===== config.mk =====
export PLATFORM = sky130hd
export DESIGN_NAME = cascade_quad_counter
export DESIGN_NICKNAME = d
export VERILOG_FILES = /design/src/rtl/qc_pkg.sv /design/src/rtl/qc_phase_decoder.sv /design/src/rtl/qc_lower_counter.sv /design/src/rtl/qc_upper_counter.sv /design/src/rtl/cascade_quad_counter.sv
export SDC_FILE = /design/constraint.sdc
export NUM_CORES = 1
export LEC_CHECK = 0
export ABC_AREA = 0
export BUFFER_PORTS_ARGS = -buffer_cell sky130_fd_sc_hd__buf_2
export CAP_MARGIN = 30
export CORE_UTILIZATION = 33
export DETAILED_ROUTE_END_ITERATION = 10
export GPL_TIMING_DRIVEN = 0
export PLACE_DENSITY_LB_ADDON = 0.3
export SYNTH_ARGS = -nofsm -noshare
export SYNTH_HDL_FRONTEND = slang
export SYNTH_SLANG_ARGS = --single-unit

===== constraint.sdc =====
create_clock -name clk -period 3.7 [get_ports clk]
set_input_delay 0.37 -clock clk [delete_from_list [all_inputs] [get_ports clk]]
set_output_delay 0.37 -clock clk [all_outputs]
set_load 0.05 [all_outputs]

===== src/rtl/qc_pkg.sv =====
package qc_pkg;

    localparam int CNT_W  = 16;
    localparam int SEL_W  = 4;
    localparam int ADDR_W = 2;

    localparam logic [SEL_W-1:0]  SEL_CASCADE = '1;

    localparam logic [ADDR_W-1:0] ADDR_CTRL = 2'd0;
    localparam logic [ADDR_W-1:0] ADDR_LOW  = 2'd1;
    localparam logic [ADDR_W-1:0] ADDR_HIGH = 2'd2;

    typedef struct packed {
        logic             run_hi;
        logic             run_lo;
        logic [SEL_W-1:0] hi_src;
    } ctrl_t;

    localparam int CTRL_W = $bits(ctrl_t);

    typedef struct packed {
        logic up;
        logic dn;
    } step_t;

    // Position of the phase pair along the forward sequence 00,10,11,01.
    function automatic logic [1:0] phase_pos(input logic a, input logic b);
        return {b, a ^ b};
    endfunction

    // One forward position is a step up, one backward a step down,
    // two apart means both inputs moved and is discarded.
    function automatic step_t phase_step(input logic [1:0] prev_pos,
                                         input logic [1:0] cur_pos);
        logic [1:0] diff;
        step_t      s;
        diff = cur_pos - prev_pos;
        s.up = (diff == 2'd1);
        s.dn = (diff == 2'd3);
        return s;
    endfunction

endpackage


===== src/rtl/qc_phase_decoder.sv =====
module qc_phase_decoder
    import qc_pkg::*;
#(
    parameter int SYNC_STAGES = 2
) (
    input  logic  clk,
    input  logic  rst,
    input  logic  phase_a,
    input  logic  phase_b,
    output step_t step
);

    logic [SYNC_STAGES-1:0] sync_a;
    logic [SYNC_STAGES-1:0] sync_b;
    logic [1:0]             prev_pos;
    logic [1:0]             cur_pos;

    generate
        if (SYNC_STAGES == 1) begin : g_one
            always_ff @(posedge clk) begin
                if (rst) begin
                    sync_a <= '0;
                    sync_b <= '0;
                end else begin
                    sync_a <= phase_a;
                    sync_b <= phase_b;
                end
            end
        end else begin : g_chain
            always_ff @(posedge clk) begin
                if (rst) begin
                    sync_a <= '0;
                    sync_b <= '0;
                end else begin
                    sync_a <= {sync_a[SYNC_STAGES-2:0], phase_a};
                    sync_b <= {sync_b[SYNC_STAGES-2:0], phase_b};
                end
            end
        end
    endgenerate

    assign cur_pos = phase_pos(sync_a[SYNC_STAGES-1], sync_b[SYNC_STAGES-1]);

    always_ff @(posedge clk) begin
        if (rst) prev_pos <= '0;
        else     prev_pos <= cur_pos;
    end

    assign step = phase_step(prev_pos, cur_pos);

    // a decoded step is never both directions at once
    p_one_dir_r3: assert property (@(posedge clk) disable iff (rst)
        !(step.up && step.dn));

    // a double flip of the synchronized pair yields no step
    p_double_flip_r4: assert property (@(posedge clk) disable iff (rst)
        ((prev_pos ^ cur_pos) == 2'b10) |-> (!step.up && !step.dn));

endmodule


===== src/rtl/qc_lower_counter.sv =====
module qc_lower_counter
    import qc_pkg::*;
(
    input  logic             clk,
    input  logic             rst,
    input  logic             run,
    input  step_t            step,
    input  logic             wr,
    input  logic [CNT_W-1:0] wdata,
    output logic [CNT_W-1:0] cnt,
    output logic             wrap_up,
    output logic             wrap_dn
);

    logic active;

    assign active  = run && !wr;
    assign wrap_up = active && step.up && (cnt == '1);
    assign wrap_dn = active && step.dn && (cnt == '0);

    always_ff @(posedge clk) begin
        if (rst)                    cnt <= '0;
        else if (wr)                cnt <= wdata;
        else if (run && step.up)    cnt <= cnt + 1'b1;
        else if (run && step.dn)    cnt <= cnt - 1'b1;
    end

    // an up-wrap lands on zero
    p_wrap_up_zero_r5: assert property (@(posedge clk) disable iff (rst)
        wrap_up |=> (cnt == '0));

    // a down-wrap lands on all-ones
    p_wrap_dn_ones_r5: assert property (@(posedge clk) disable iff (rst)
        wrap_dn |=> (cnt == '1));

    // a stopped channel with no write holds its count
    p_hold_stopped_r9: assert property (@(posedge clk) disable iff (rst)
        (!run && !wr) |=> $stable(cnt));

endmodule


===== src/rtl/qc_upper_counter.sv =====
module qc_upper_counter
    import qc_pkg::*;
(
    input  logic             clk,
    input  logic             rst,
    input  logic             run,
    input  logic [SEL_W-1:0] src,
    input  logic             ev_up,
    input  logic             ev_dn,
    input  logic             wr,
    input  logic [CNT_W-1:0] wdata,
    output logic [CNT_W-1:0] cnt
);

    logic cascade;
    logic inc;
    logic dec;

    assign cascade = (src == SEL_CASCADE);
    assign inc     = cascade ? ev_up : 1'b1;
    assign dec     = cascade && ev_dn;

    always_ff @(posedge clk) begin
        if (rst)              cnt <= '0;
        else if (wr)          cnt <= wdata;
        else if (run && inc)  cnt <= cnt + 1'b1;
        else if (run && dec)  cnt <= cnt - 1'b1;
    end

    // lower up-wrap advances the upper count on the same edge
    p_cascade_up_r6: assert property (@(posedge clk) disable iff (rst)
        (cascade && run && ev_up && !wr) |=> (cnt == $past(cnt) + 1'b1));

    // lower down-wrap retreats the upper count on the same edge
    p_cascade_dn_r7: assert property (@(posedge clk) disable iff (rst)
        (cascade && run && ev_dn && !wr) |=> (cnt == $past(cnt) - 1'b1));

    // a stopped upper channel with no write holds its count
    p_hold_stopped_r9: assert property (@(posedge clk) disable iff (rst)
        (!run && !wr) |=> $stable(cnt));

endmodule


===== src/rtl/cascade_quad_counter.sv =====
module cascade_quad_counter
    import qc_pkg::*;
(
    input  logic              clk,
    input  logic              rst,
    input  logic              phase_a,
    input  logic              phase_b,
    input  logic              wr_en,
    input  logic [ADDR_W-1:0] addr,
    input  logic [CNT_W-1:0]  wr_data,
    output logic [CNT_W-1:0]  rd_data,
    output logic              lo_wrap_up,
    output logic              lo_wrap_dn
);

    ctrl_t            ctrl;
    step_t            step;
    logic [CNT_W-1:0] lo_cnt;
    logic [CNT_W-1:0] hi_cnt;
    logic             wr_ctrl;
    logic             wr_lo;
    logic             wr_hi;

    assign wr_ctrl = wr_en && (addr == ADDR_CTRL);
    assign wr_lo   = wr_en && (addr == ADDR_LOW);
    assign wr_hi   = wr_en && (addr == ADDR_HIGH);

    always_ff @(posedge clk) begin
        if (rst)          ctrl <= '0;
        else if (wr_ctrl) ctrl <= ctrl_t'(wr_data[CTRL_W-1:0]);
    end

    qc_phase_decoder #(.SYNC_STAGES(2)) decoder_i (
        .clk     (clk),
        .rst     (rst),
        .phase_a (phase_a),
        .phase_b (phase_b),
        .step    (step)
    );

    qc_lower_counter lower_i (
        .clk     (clk),
        .rst     (rst),
        .run     (ctrl.run_lo),
        .step    (step),
        .wr      (wr_lo),
        .wdata   (wr_data),
        .cnt     (lo_cnt),
        .wrap_up (lo_wrap_up),
        .wrap_dn (lo_wrap_dn)
    );

    qc_upper_counter upper_i (
        .clk   (clk),
        .rst   (rst),
        .run   (ctrl.run_hi),
        .src   (ctrl.hi_src),
        .ev_up (lo_wrap_up),
        .ev_dn (lo_wrap_dn),
        .wr    (wr_hi),
        .wdata (wr_data),
        .cnt   (hi_cnt)
    );

    always_comb begin
        unique case (addr)
            ADDR_CTRL: rd_data = {{(CNT_W-CTRL_W){1'b0}}, ctrl};
            ADDR_LOW:  rd_data = lo_cnt;
            ADDR_HIGH: rd_data = hi_cnt;
            default:   rd_data = '0;
        endcase
    end

    // the two wrap pulses never coincide
    p_wrap_excl_r5: assert property (@(posedge clk) disable iff (rst)
        !(lo_wrap_up && lo_wrap_dn));

    // wrap pulses only occur while the lower channel runs
    p_wrap_needs_run_r5: assert property (@(posedge clk) disable iff (rst)
        (lo_wrap_up || lo_wrap_dn) |-> ctrl.run_lo);

endmodule


==> flow_summary.json, run 1 <==
{
  "crit_arrival_ps": 3760,
  "ys_types": 61,
  "ys_seq_area_share_pct": 24.33,
  "synthTopCellsByArea": "dfxtp_1 (24%), ha_1 (10%), nor2_1 (5.2%)",
  "maxSlewViolCount": 0,
  "seq_power_share_pct": 35.1,
  "port_buffers": 37,
  "min_to": "decoder_i.sync_b[0]",
  "grt_pass1_wl_mm": 16.63,
  "rsz0062_at_grt": "no",
  "intPower_uw": 977.2,
  "startpoint_type": "flip-flop",
  "critPathBufInv": 1,
  "drt-wirelength-per-cell_um": 16.62,
  "switching_share_pct": 36.31,
  "synth.ff_latch_count": 44,
  "vias": 3499,
  "crit_path_end_kind": "flip-flop",
  "synth-edff-count": 0,
  "tritoncts": "built",
  "hold_path_startpoint": "phase_b",
  "finalSetupViolCount": 0,
  "power_frac_clock_pct": 26.2,
  "ff2ff_setup_slack_ps": 200,
  "cts_root_buffer": "clkbuf_8",
  "nFillCells": 1104,
  "dp_hpwl_mm": 8.246,
  "numClockSinks": 44,
  "powerDensity_nw_per_um2": 365.2,
  "cp_max_fo": 10,
  "drtPass1Iterations": 4,
  "yosys_most_used_dff": "dfxtp_1",
  "timing.final.crit_share_pct": 94.65,
  "grt_pass1_vias": 3269,
  "initial_utilization_pct": 34.61,
  "cpPeakStageDelay_ps": 490,
  "required_ps": 3950,
  "synth_nets": 502,
  "status": "completed",
  "crit_top_cell": "ha_1",
  "hold_viol": 0,
  "gp_congestion": 0.8791,
  "rows": 37,
  "synth_area_um2": 3621,
  "synth_top_cell_by_area": "dfxtp_1",
  "h-tree-depth": 2,
  "r2r-end": "upper_i.cnt[15]",
  "postRouteAntennaNets": 0,
  "max-vdd-ir-drop_mv": 0.1319,
  "fin_cells": 631,
  "placedCellCount": 621,
  "cpLargestDelayFamily": "simple AND/OR/NAND/NOR gates",
  "ys_top_cells_by_count": "nor2_1 (50), dfxtp_1 (44), a21oi_1 (36)",
  "nNetsFinal": 549,
  "drc_errors": 0,
  "grt_usage_pct": 18.28,
  "n_antenna_cell": 0,
  "syn2layout_area_growth_pct": 16.03,
  "fp.dieW_um": 106.8,
  "cap_viol_max_count": 0,
  "synth_most_common_cell": "nor2_1",
  "clock_skew_ps": 7.189,
  "ys_warn_count": 0,
  "tightest_slew_ps": 619.7,
  "netlist_instances": 447,
  "grt_antenna_before_repair": 0,
  "dieHeight_um": 106.8,
  "timing.rr.start": "decoder_i.sync_b[1]",
  "die_area_um2": 11400,
  "power_switching_uw": 557.2,
  "worstHoldPathCells": 2,
  "async_reset_ff_share_pct": 0,
  "multi_input_area_um2": 2683,
  "timing.fmax_mhz": 285.6,
  "combPwrFrac_pct": 38.7,
  "clock_latency_ps": 310,
  "fin_util_pct": 40.16,
  "ioPinCount": 41,
  "clockBufferDepth": 2,
  "avgSynthCellArea_um2": 8.101,
  "coreArea_um2": 10460,
  "drt-total-wl_mm": 10.49,
  "reg2reg_depth": 13,
  "fin_crit_ps": 3502,
  "synth_top_area_share_pct": 24.33,
  "hold_class": "in2reg",
  "overflow": 0,
  "cts_buffers": 5,
  "grt_start_max_net_pins": 17,
  "path_cells": "xnor2_1 > ha_1 > xnor3_2 > and2_1 > a31oi_4 > buf_6 > ha_1 > o211ai_1 > o211a_1 > nor4b_4 > o21ai_1 > or4b_1 > nand3_1",
  "clkSlewWorstSetupHoldPaths_ps": 80,
  "dr.first_iter.drc_count": 242,
  "vias_per_cell": 5.545,
  "relSlewSlack_pct": 58.50,
  "layout-drive-gt1-share_pct": 13.94,
  "p_leak_nw": 1.778,
  "critPathSlowestCell": "or4b_1",
  "regArea_um2": 880.8,
  "critical_path_class": "reg2reg"
}
area by class of cell:
cell class	count	share of cell area, %
flip-flops and latches	44	20.96
clock buffers	6	1.965
repair buffers	40	5.033
plain buffers	21	2.591
multi-input cells	375	63.85
clock inverters	2	0.9232
inverters	7	0.6254
well taps	136	4.050
worst max path at each step:
stage                        startpoint               to  slack [ps]  cells past startpoint
floorplan           decoder_i.sync_b[1]  upper_i.cnt[15]         110                     12
global placement    decoder_i.sync_b[1]  upper_i.cnt[15]        -570                     12
detailed placement  decoder_i.sync_b[1]  upper_i.cnt[14]        -440                     14
CTS                 decoder_i.sync_b[1]  lower_i.cnt[12]          20                     12
global route        decoder_i.sync_b[1]  upper_i.cnt[15]           5                     13
finish              decoder_i.sync_b[1]  upper_i.cnt[15]         200                     13
cells in the final DEF, fill, tap and decap left out, types with 6 or more instances in the layout:
cell type  Yosys  final
ha_1          30     30
nor2b_1       12     12
nand2_1       32     31
xnor2_1       13     13
xor2_1        13     13
a21o_1        13     13
nand4_1       11     11
nor2_1        50     49
a22o_1        10     10
dfxtp_1       44     44
buf_2          0     37
mux2i_1       18     18
inv_1          7      7
clkbuf_8       0      6
o21ai_0       30     27
a211oi_1      20     19
a21oi_1       36     36
clkbuf_1      15     15
o22ai_1        6      6
metal layers:
metal  global-route usage [%]  up-vias  routed length (um)
li1                         -     1773                   -
met1                    23.85     1651                4848
met2                    31.24       65                5130
met3                    1.641       10                 331
met4                    6.654        0                 177
met5                        0        -                   0
flip-flops by register name (all words and copies together) (netlist names):
name and flops:
decoder_i.sync_a 2, decoder_i.sync_b 2, lower_i.cnt 16, upper_i.cnt 16, decoder_i.prev_pos 2, ctrl 6
cell families after synthesis:
| kind of cell | after synthesis | share of synthesized area [%] |
|---|---|---|
| AO/OA/AOI/OAI | 152 | 28.09 |
| AND/OR/NAND/NOR | 145 | 20.15 |
| flip-flops | 44 | 24.33 |
| adder cells (fa/ha/maj) | 32 | 11.47 |
| buffers and inverters | 28 | 3.732 |
| XOR/XNOR | 27 | 6.945 |
| multiplexers | 19 | 5.287 |
through the flow:
stage / hold WS, ps / TNS [ps] / setup slack, ps / power, mW / area, um2
2_1_floorplan: 413.8 / 0 / 112.7 / 0.9779 / 3627
5_1_grt: 271.5 / 0 / 5.197 / 1.609 / 4202
3_3_place_gp: 415.2 / -2632 / -566.7 / 1.099 / 3983
4_1_cts: 256.1 / 0 / 22.38 / 1.523 / 4178
6_report: 262.8 / 0 / 198.1 / 1.534 / 4202
3_5_place_dp: 426.0 / -1564 / -437.6 / 1.108 / 3994
timing repair:
action | in CTS | in global routing
gates resized for setup | 10 | 5
hold buffers | 0 | 0
setup buffers | 1 | 1
pin swaps | 1 | 1
setup endpoints to repair | 6 | 9
power groups by stage:
stage	Combinational [mW]	Sequential, mW	Clock [mW]
3_5_place_dp	0.559	0.549	0
4_1_cts	0.581	0.538	0.404
6_report	0.594	0.539	0.401
5_1_grt	0.649	0.543	0.417
3_3_place_gp	0.550	0.549	0
2_1_floorplan	0.442	0.536	0
Power figures use the tool's default switching activity.
==> run 2: changes to the inputs <==
--- a/config.mk
+++ b/config.mk
@@ -9,9 +9,12 @@
 export BUFFER_PORTS_ARGS = -buffer_cell sky130_fd_sc_hd__buf_2
 export CAP_MARGIN = 30
 export CORE_UTILIZATION = 33
+export CTS_BUF_LIST = sky130_fd_sc_hd__clkbuf_4 sky130_fd_sc_hd__clkbuf_8
 export DETAILED_ROUTE_END_ITERATION = 10
 export GPL_TIMING_DRIVEN = 0
+export HOLD_SLACK_MARGIN = 0.05
 export PLACE_DENSITY_LB_ADDON = 0.3
+export REMOVE_ABC_BUFFERS = 1
 export SYNTH_ARGS = -nofsm -noshare
 export SYNTH_HDL_FRONTEND = slang
 export SYNTH_SLANG_ARGS = --single-unit
==> run 2 against run 1 <==
Net effect:
- die area did not move
- non-clock buffer count fell by 2
- design area rose by 1.3%
- core utilization rose by 0.50 points
- first-iteration DRC count fell by 14%
- fmax rose by 0.25%
- critical path type unchanged
- largest cell class unchanged
==> flow_summary.json, run 2 (synthesis gave the netlist of run 1 again) <==
{
  "n_antenna_cell": 0,
  "critical_path_class": "reg2reg",
  "timing.final.crit_share_pct": 94.41,
  "layout-drive-gt1-share_pct": 17.85,
  "grt_start_max_net_pins": 47,
  "final_common_cell": "nor2_1",
  "power_frac_clock_pct": 26.2,
  "rsz0062_at_grt": "no",
  "dr.first_iter.drc_count": 209,
  "coreArea_um2": 10460,
  "drtPass1Iterations": 5,
  "switching_share_pct": 35.84,
  "numClockSinks": 44,
  "startpoint_type": "flip-flop",
  "gp_congestion": 0.8461,
  "max-vdd-ir-drop_mv": 0.1688,
  "port_buffers": 40,
  "grt_usage_pct": 17.23,
  "syn2layout_area_growth_pct": 17.48,
  "dp_hpwl_mm": 7.390,
  "drc_errors": 0,
  "tightest_slew_ps": 949.6,
  "grt_antenna_before_repair": 0,
  "initial_utilization_pct": 34.61,
  "grt_pass1_wl_mm": 15.69,
  "p_leak_nw": 1.825,
  "hold_viol": 0,
  "hold_class": "in2reg",
  "placedCellCount": 604,
  "nNetsFinal": 547,
  "mostFrequentLayoutCells": "nor2_1 (49), dfxtp_1 (43), buf_2 (40), a21oi_1 (36), nand2_1 (31)",
  "combPwrFrac_pct": 38.7,
  "clock_latency_ps": 320,
  "h-tree-depth": 2,
  "relSlewSlack_pct": 36.54,
  "clockBufferDepth": 2,
  "clkSlewWorstSetupHoldPaths_ps": 90,
  "top_regs": "lower_i.cnt (16), upper_i.cnt (16), ctrl (6)",
  "timing.fmax_mhz": 286.3,
  "ioPinCount": 41,
  "die_area_um2": 11400,
  "place_area_um2": 3911,
  "cts_root_buffer": "clkbuf_8",
  "fp.dieW_um": 106.8,
  "p_total_mw": 1.535,
  "dieHeight_um": 106.8,
  "intPower_uw": 984.6,
  "rows": 37,
  "cp_max_fo": 10,
  "overflow": 0,
  "drt-total-wl_mm": 9.913,
  "drt-wirelength-per-cell_um": 15.76,
  "cap_viol_max_count": 0,
  "postRouteAntennaNets": 0,
  "seq_power_share_pct": 35.2,
  "crit_path_end_kind": "flip-flop",
  "cts_hold_buf": 0,
  "vias": 3443,
  "fin_crit_ps": 3493,
  "powerDensity_nw_per_um2": 360.7,
  "required_ps": 3930,
  "maxSlewViolCount": 0,
  "vias_per_cell": 5.474,
  "grt_pass1_vias": 3149,
  "clock_skew_ps": 6.350,
  "power_switching_uw": 549.9,
  "tritoncts": "built",
  "crit_arrival_ps": 3720,
  "fin_cells": 629,
  "cts_buffers": 5,
  "status": "completed",
  "fin_area_um2": 4254,
  "finalSetupViolCount": 0,
  "fin_util_pct": 40.66
}
-- run 2: cell types whose count changed in the layout (fill, tap and decap cells not counted), sizes merged --
| cell | change |
|---|---|
| clkbuf | -15 |
| buf | +13 |
-- run 2: stage by stage --
step	worst slack, ps	TNS [ps]	hold slack [ps]
6_report	206.8	0	261.0
2_1_floorplan	-264.3	-883.3	413.8
3_5_place_dp	-594.6	-6059	428.4
4_1_cts	4.315	0	252.6
3_3_place_gp	-1429	-17660	416.1
5_1_grt	2.747	0	254.4
-- run 2: worst paths after layout --
path | from | to | slack, ps | depth (start not counted)
min reg2reg | decoder_i.sync_b[0] | decoder_i.sync_b[1] | 440 | 1
min | phase_b | decoder_i.sync_b[0] | 260 | 2
max | decoder_i.sync_b[1] | upper_i.cnt[14] | 210 | 15
max reg2reg | decoder_i.sync_b[1] | upper_i.cnt[14] | 210 | 15
-- run 2: area by class of cell --
class	instances	area (um2)
Fill cell	1090	6208
Multi-Input combinational cell	375	2704
Sequential cell	44	882.1
Timing Repair Buffer	59	350.3
Tap cell	136	170.2
Clock buffer	6	82.58
Clock inverter	2	38.79
Inverter	7	26.28
-- run 2: layer usage --
layer,part of all wire (%),wire length (um),global-route usage (%),vias to the layer above
met5,0,0,0,-
met4,1.2,116,4.892,0
met3,3.0,298,1.884,9
met2,51,5011,29.86,58
met1,45,4487,22.46,1606
li1,-,-,-,1770
-- run 2: worst max-delay path: stages, from the launching register on --
cell,delay (ps)
dfxtp_2,350
xnor2_2,140
ha_1,360
nand2b_4,220
nor2_4,170
a31oi_4,130
buf_6,180
fa_1,440
a211oi_2,290
o211ai_1,110
buf_4,160
a41oi_2,220
o21ai_0,130
xor2_1,170
mux2i_1,90
a211oi_1,240
-- run 2: timing repair --
action                     4_1_cts  5_1_grt
setup buffers                    0       17
setup endpoints to repair       19       10
gates resized for setup         11        9
pin swaps                        0        3
-- run 2: power groups by stage --
stage	logic (mW)	registers [mW]	clock network [mW]
floorplan	0.427	0.536	0
global placement	0.537	0.548	0
detailed placement	0.546	0.550	0
CTS	0.567	0.539	0.412
global route	0.651	0.544	0.426
finish	0.593	0.540	0.402
==> run 3: changes to the inputs <==
--- a/config.mk
+++ b/config.mk
@@ -6,12 +6,11 @@
 export NUM_CORES = 1
 export LEC_CHECK = 0
 export ABC_AREA = 0
-export BUFFER_PORTS_ARGS = -buffer_cell sky130_fd_sc_hd__buf_2
+export BUFFER_PORTS_ARGS = -buffer_cell sky130_fd_sc_hd__buf_4
 export CAP_MARGIN = 30
 export CORE_UTILIZATION = 33
 export CTS_BUF_LIST = sky130_fd_sc_hd__clkbuf_4 sky130_fd_sc_hd__clkbuf_8
 export DETAILED_ROUTE_END_ITERATION = 10
-export GPL_TIMING_DRIVEN = 0
 export HOLD_SLACK_MARGIN = 0.05
 export PLACE_DENSITY_LB_ADDON = 0.3
 export REMOVE_ABC_BUFFERS = 1
==> run 3 against run 2 <==
Net effect:
- sequential share of layout area down 0.085 points
- die area unchanged
- fmax up 0.64%
- global-route usage up 1.0 points
- combinational power about the same
- non-clock buffer count up 1
- sequential power down 1%
- core utilization up 0.17 points
- hold slack better by 16 ps
==> flow_summary.json, run 3 (synthesis gave the netlist of run 1 again) <==
{
  "status": "completed",
  "hold_path_startpoint": "phase_b",
  "mostFrequentLayoutCells": "buf_4 (60), nor2_1 (50), dfxtp_1 (43), a21oi_1 (36), nand2_1 (32)",
  "die_area_um2": 11400,
  "overflow": 0,
  "min_to": "decoder_i.sync_b[0]",
  "pre_cts_ws_ps": 121.8,
  "clkSlewWorstSetupHoldPaths_ps": 90,
  "maxSlewViolCount": 0,
  "nNetsFinal": 548,
  "top_regs": "lower_i.cnt (16), upper_i.cnt (16), ctrl (6)",
  "reg2reg_depth": 15,
  "required_ps": 3910,
  "clockBufferDepth": 2,
  "syn2layout_area_growth_pct": 17.97,
  "cts_root_buffer": "clkbuf_8",
  "timing.final.crit_share_pct": 93.81,
  "hold_viol": 0,
  "seq_power_share_pct": 35.4,
  "fin_crit_ps": 3471,
  "relSlewSlack_pct": 50.86,
  "r2r-end": "upper_i.cnt[13]",
  "combPwrFrac_pct": 39.5,
  "coreArea_um2": 10460,
  "switching_share_pct": 35.57,
  "rows": 37,
  "worst_slack_ps": 229.1,
  "cts_setup_buffers": 0,
  "drt-wirelength-per-cell_um": 16.73,
  "vias": 3525,
  "grt_pass1_wl_mm": 16.77,
  "layout-drive-gt1-share_pct": 16.60,
  "hold_class": "in2reg",
  "ff2ff_setup_slack_ps": 230,
  "cp_max_fo": 11,
  "drt-total-wl_mm": 10.54,
  "h-tree-depth": 2,
  "dp_hpwl_mm": 8.121,
  "n_antenna_cell": 0,
  "cap_viol_max_count": 0,
  "cts_resized": 0,
  "gp_congestion": 0.8694,
  "max-vdd-ir-drop_mv": 0.1866,
  "nFillCells": 1089,
  "worstHoldPathCells": 2,
  "grt_usage_pct": 18.22,
  "ioPinCount": 41,
  "intPower_uw": 972.0,
  "critical_path_class": "reg2reg",
  "p_leak_nw": 1.813,
  "drc_errors": 0,
  "tritoncts": "built",
  "timing.fmax_mhz": 288.1,
  "grt_pass1_vias": 3329,
  "power_switching_uw": 536.7,
  "clock_skew_ps": 10.28,
  "multi_input_area_um2": 2631,
  "power_frac_clock_pct": 25.1,
  "fp.dieW_um": 106.8,
  "vias_per_cell": 5.595,
  "cts_buffers": 5,
  "drtPass1Iterations": 4,
  "finalSetupViolCount": 0,
  "crit_path_end_kind": "flip-flop",
  "regArea_um2": 882.1,
  "final_common_cell": "buf_4",
  "grt_start_max_net_pins": 47,
  "startpoint_type": "flip-flop",
  "cts_hold_buf": 0,
  "numClockSinks": 44,
  "rsz0062_at_grt": "no",
  "dieHeight_um": 106.8,
  "clock_latency_ps": 300,
  "port_buffers": 40,
  "tightest_slew_ps": 734.3,
  "grt_antenna_before_repair": 0,
  "initial_utilization_pct": 34.61,
  "timing.rr.start": "decoder_i.sync_b[1]",
  "crit_path_start": "decoder_i.sync_b[1]",
  "fin_hold_ws_ps": 277.0,
  "powerDensity_nw_per_um2": 353.2,
  "dr.first_iter.drc_count": 285,
  "crit_arrival_ps": 3680,
  "postRouteAntennaNets": 0
}
run 3: power by group through the flow:
stage                     Combinational (mW)  Clock, mW  Sequential (mW)
final                                  0.596      0.379            0.534
after detailed placement               0.579          0            0.544
after floorplan                        0.427          0            0.536
after global routing                   0.654      0.405            0.538
after global placement                 0.577          0            0.543
after CTS                              0.583      0.384            0.533
run 3: cell type report:
cell class	count	share of cell area (%)
clock buffer	6	1.787
clock inverter	2	0.8202
inverter	7	0.6151
multi-input combinational	375	61.60
sequential	44	20.65
tap	136	3.984
timing repair buffer	60	10.54
run 3: worst max path at each step:
| stage | end | slack, ps | cells after the start |
|---|---|---|---|
| floorplan | upper_i.cnt[15] | -260 | 12 |
| global placement | upper_i.cnt[14] | 210 | 14 |
| detailed placement | upper_i.cnt[15] | 120 | 14 |
| CTS | upper_i.cnt[14] | 100 | 14 |
| global route | upper_i.cnt[14] | 9 | 14 |
| finish | upper_i.cnt[13] | 230 | 15 |
run 3: worst max-delay path, stage by stage, from the launching register on:
cell	delay (ps)
dfxtp_2	360
xnor2_2	170
ha_1	170
xnor3_2	310
and2_1	190
a31oi_1	150
buf_4	200
buf_4	210
ha_1	280
o21a_1	230
o21ai_0	360
nor4b_2	100
nor2_1	170
xnor2_1	150
mux2i_1	90
a211oi_1	240
run 3: metrics by stage:
step                      instance area (um2)  power [mW]  util, %  instances  TNS (ps)
after detailed placement                 4133       1.123    39.50        622         0
final                                    4272       1.509    40.83        630         0
after floorplan                          3512      0.9628        -        426    -883.3
after CTS                                4244       1.500    40.56        630         0
after global routing                     4272       1.598    40.83        630         0
after global placement                   4133       1.120    39.50        622         0
run 3: routing by layer:
layer | vias to the layer above | global-route usage, % | share of wire, %
met5 | - | 0 | 0
met2 | 70 | 31.11 | 48
li1 | 1766 | - | -
met4 | 0 | 5.675 | 2.0
met3 | 13 | 1.277 | 3.2
met1 | 1676 | 24.39 | 47
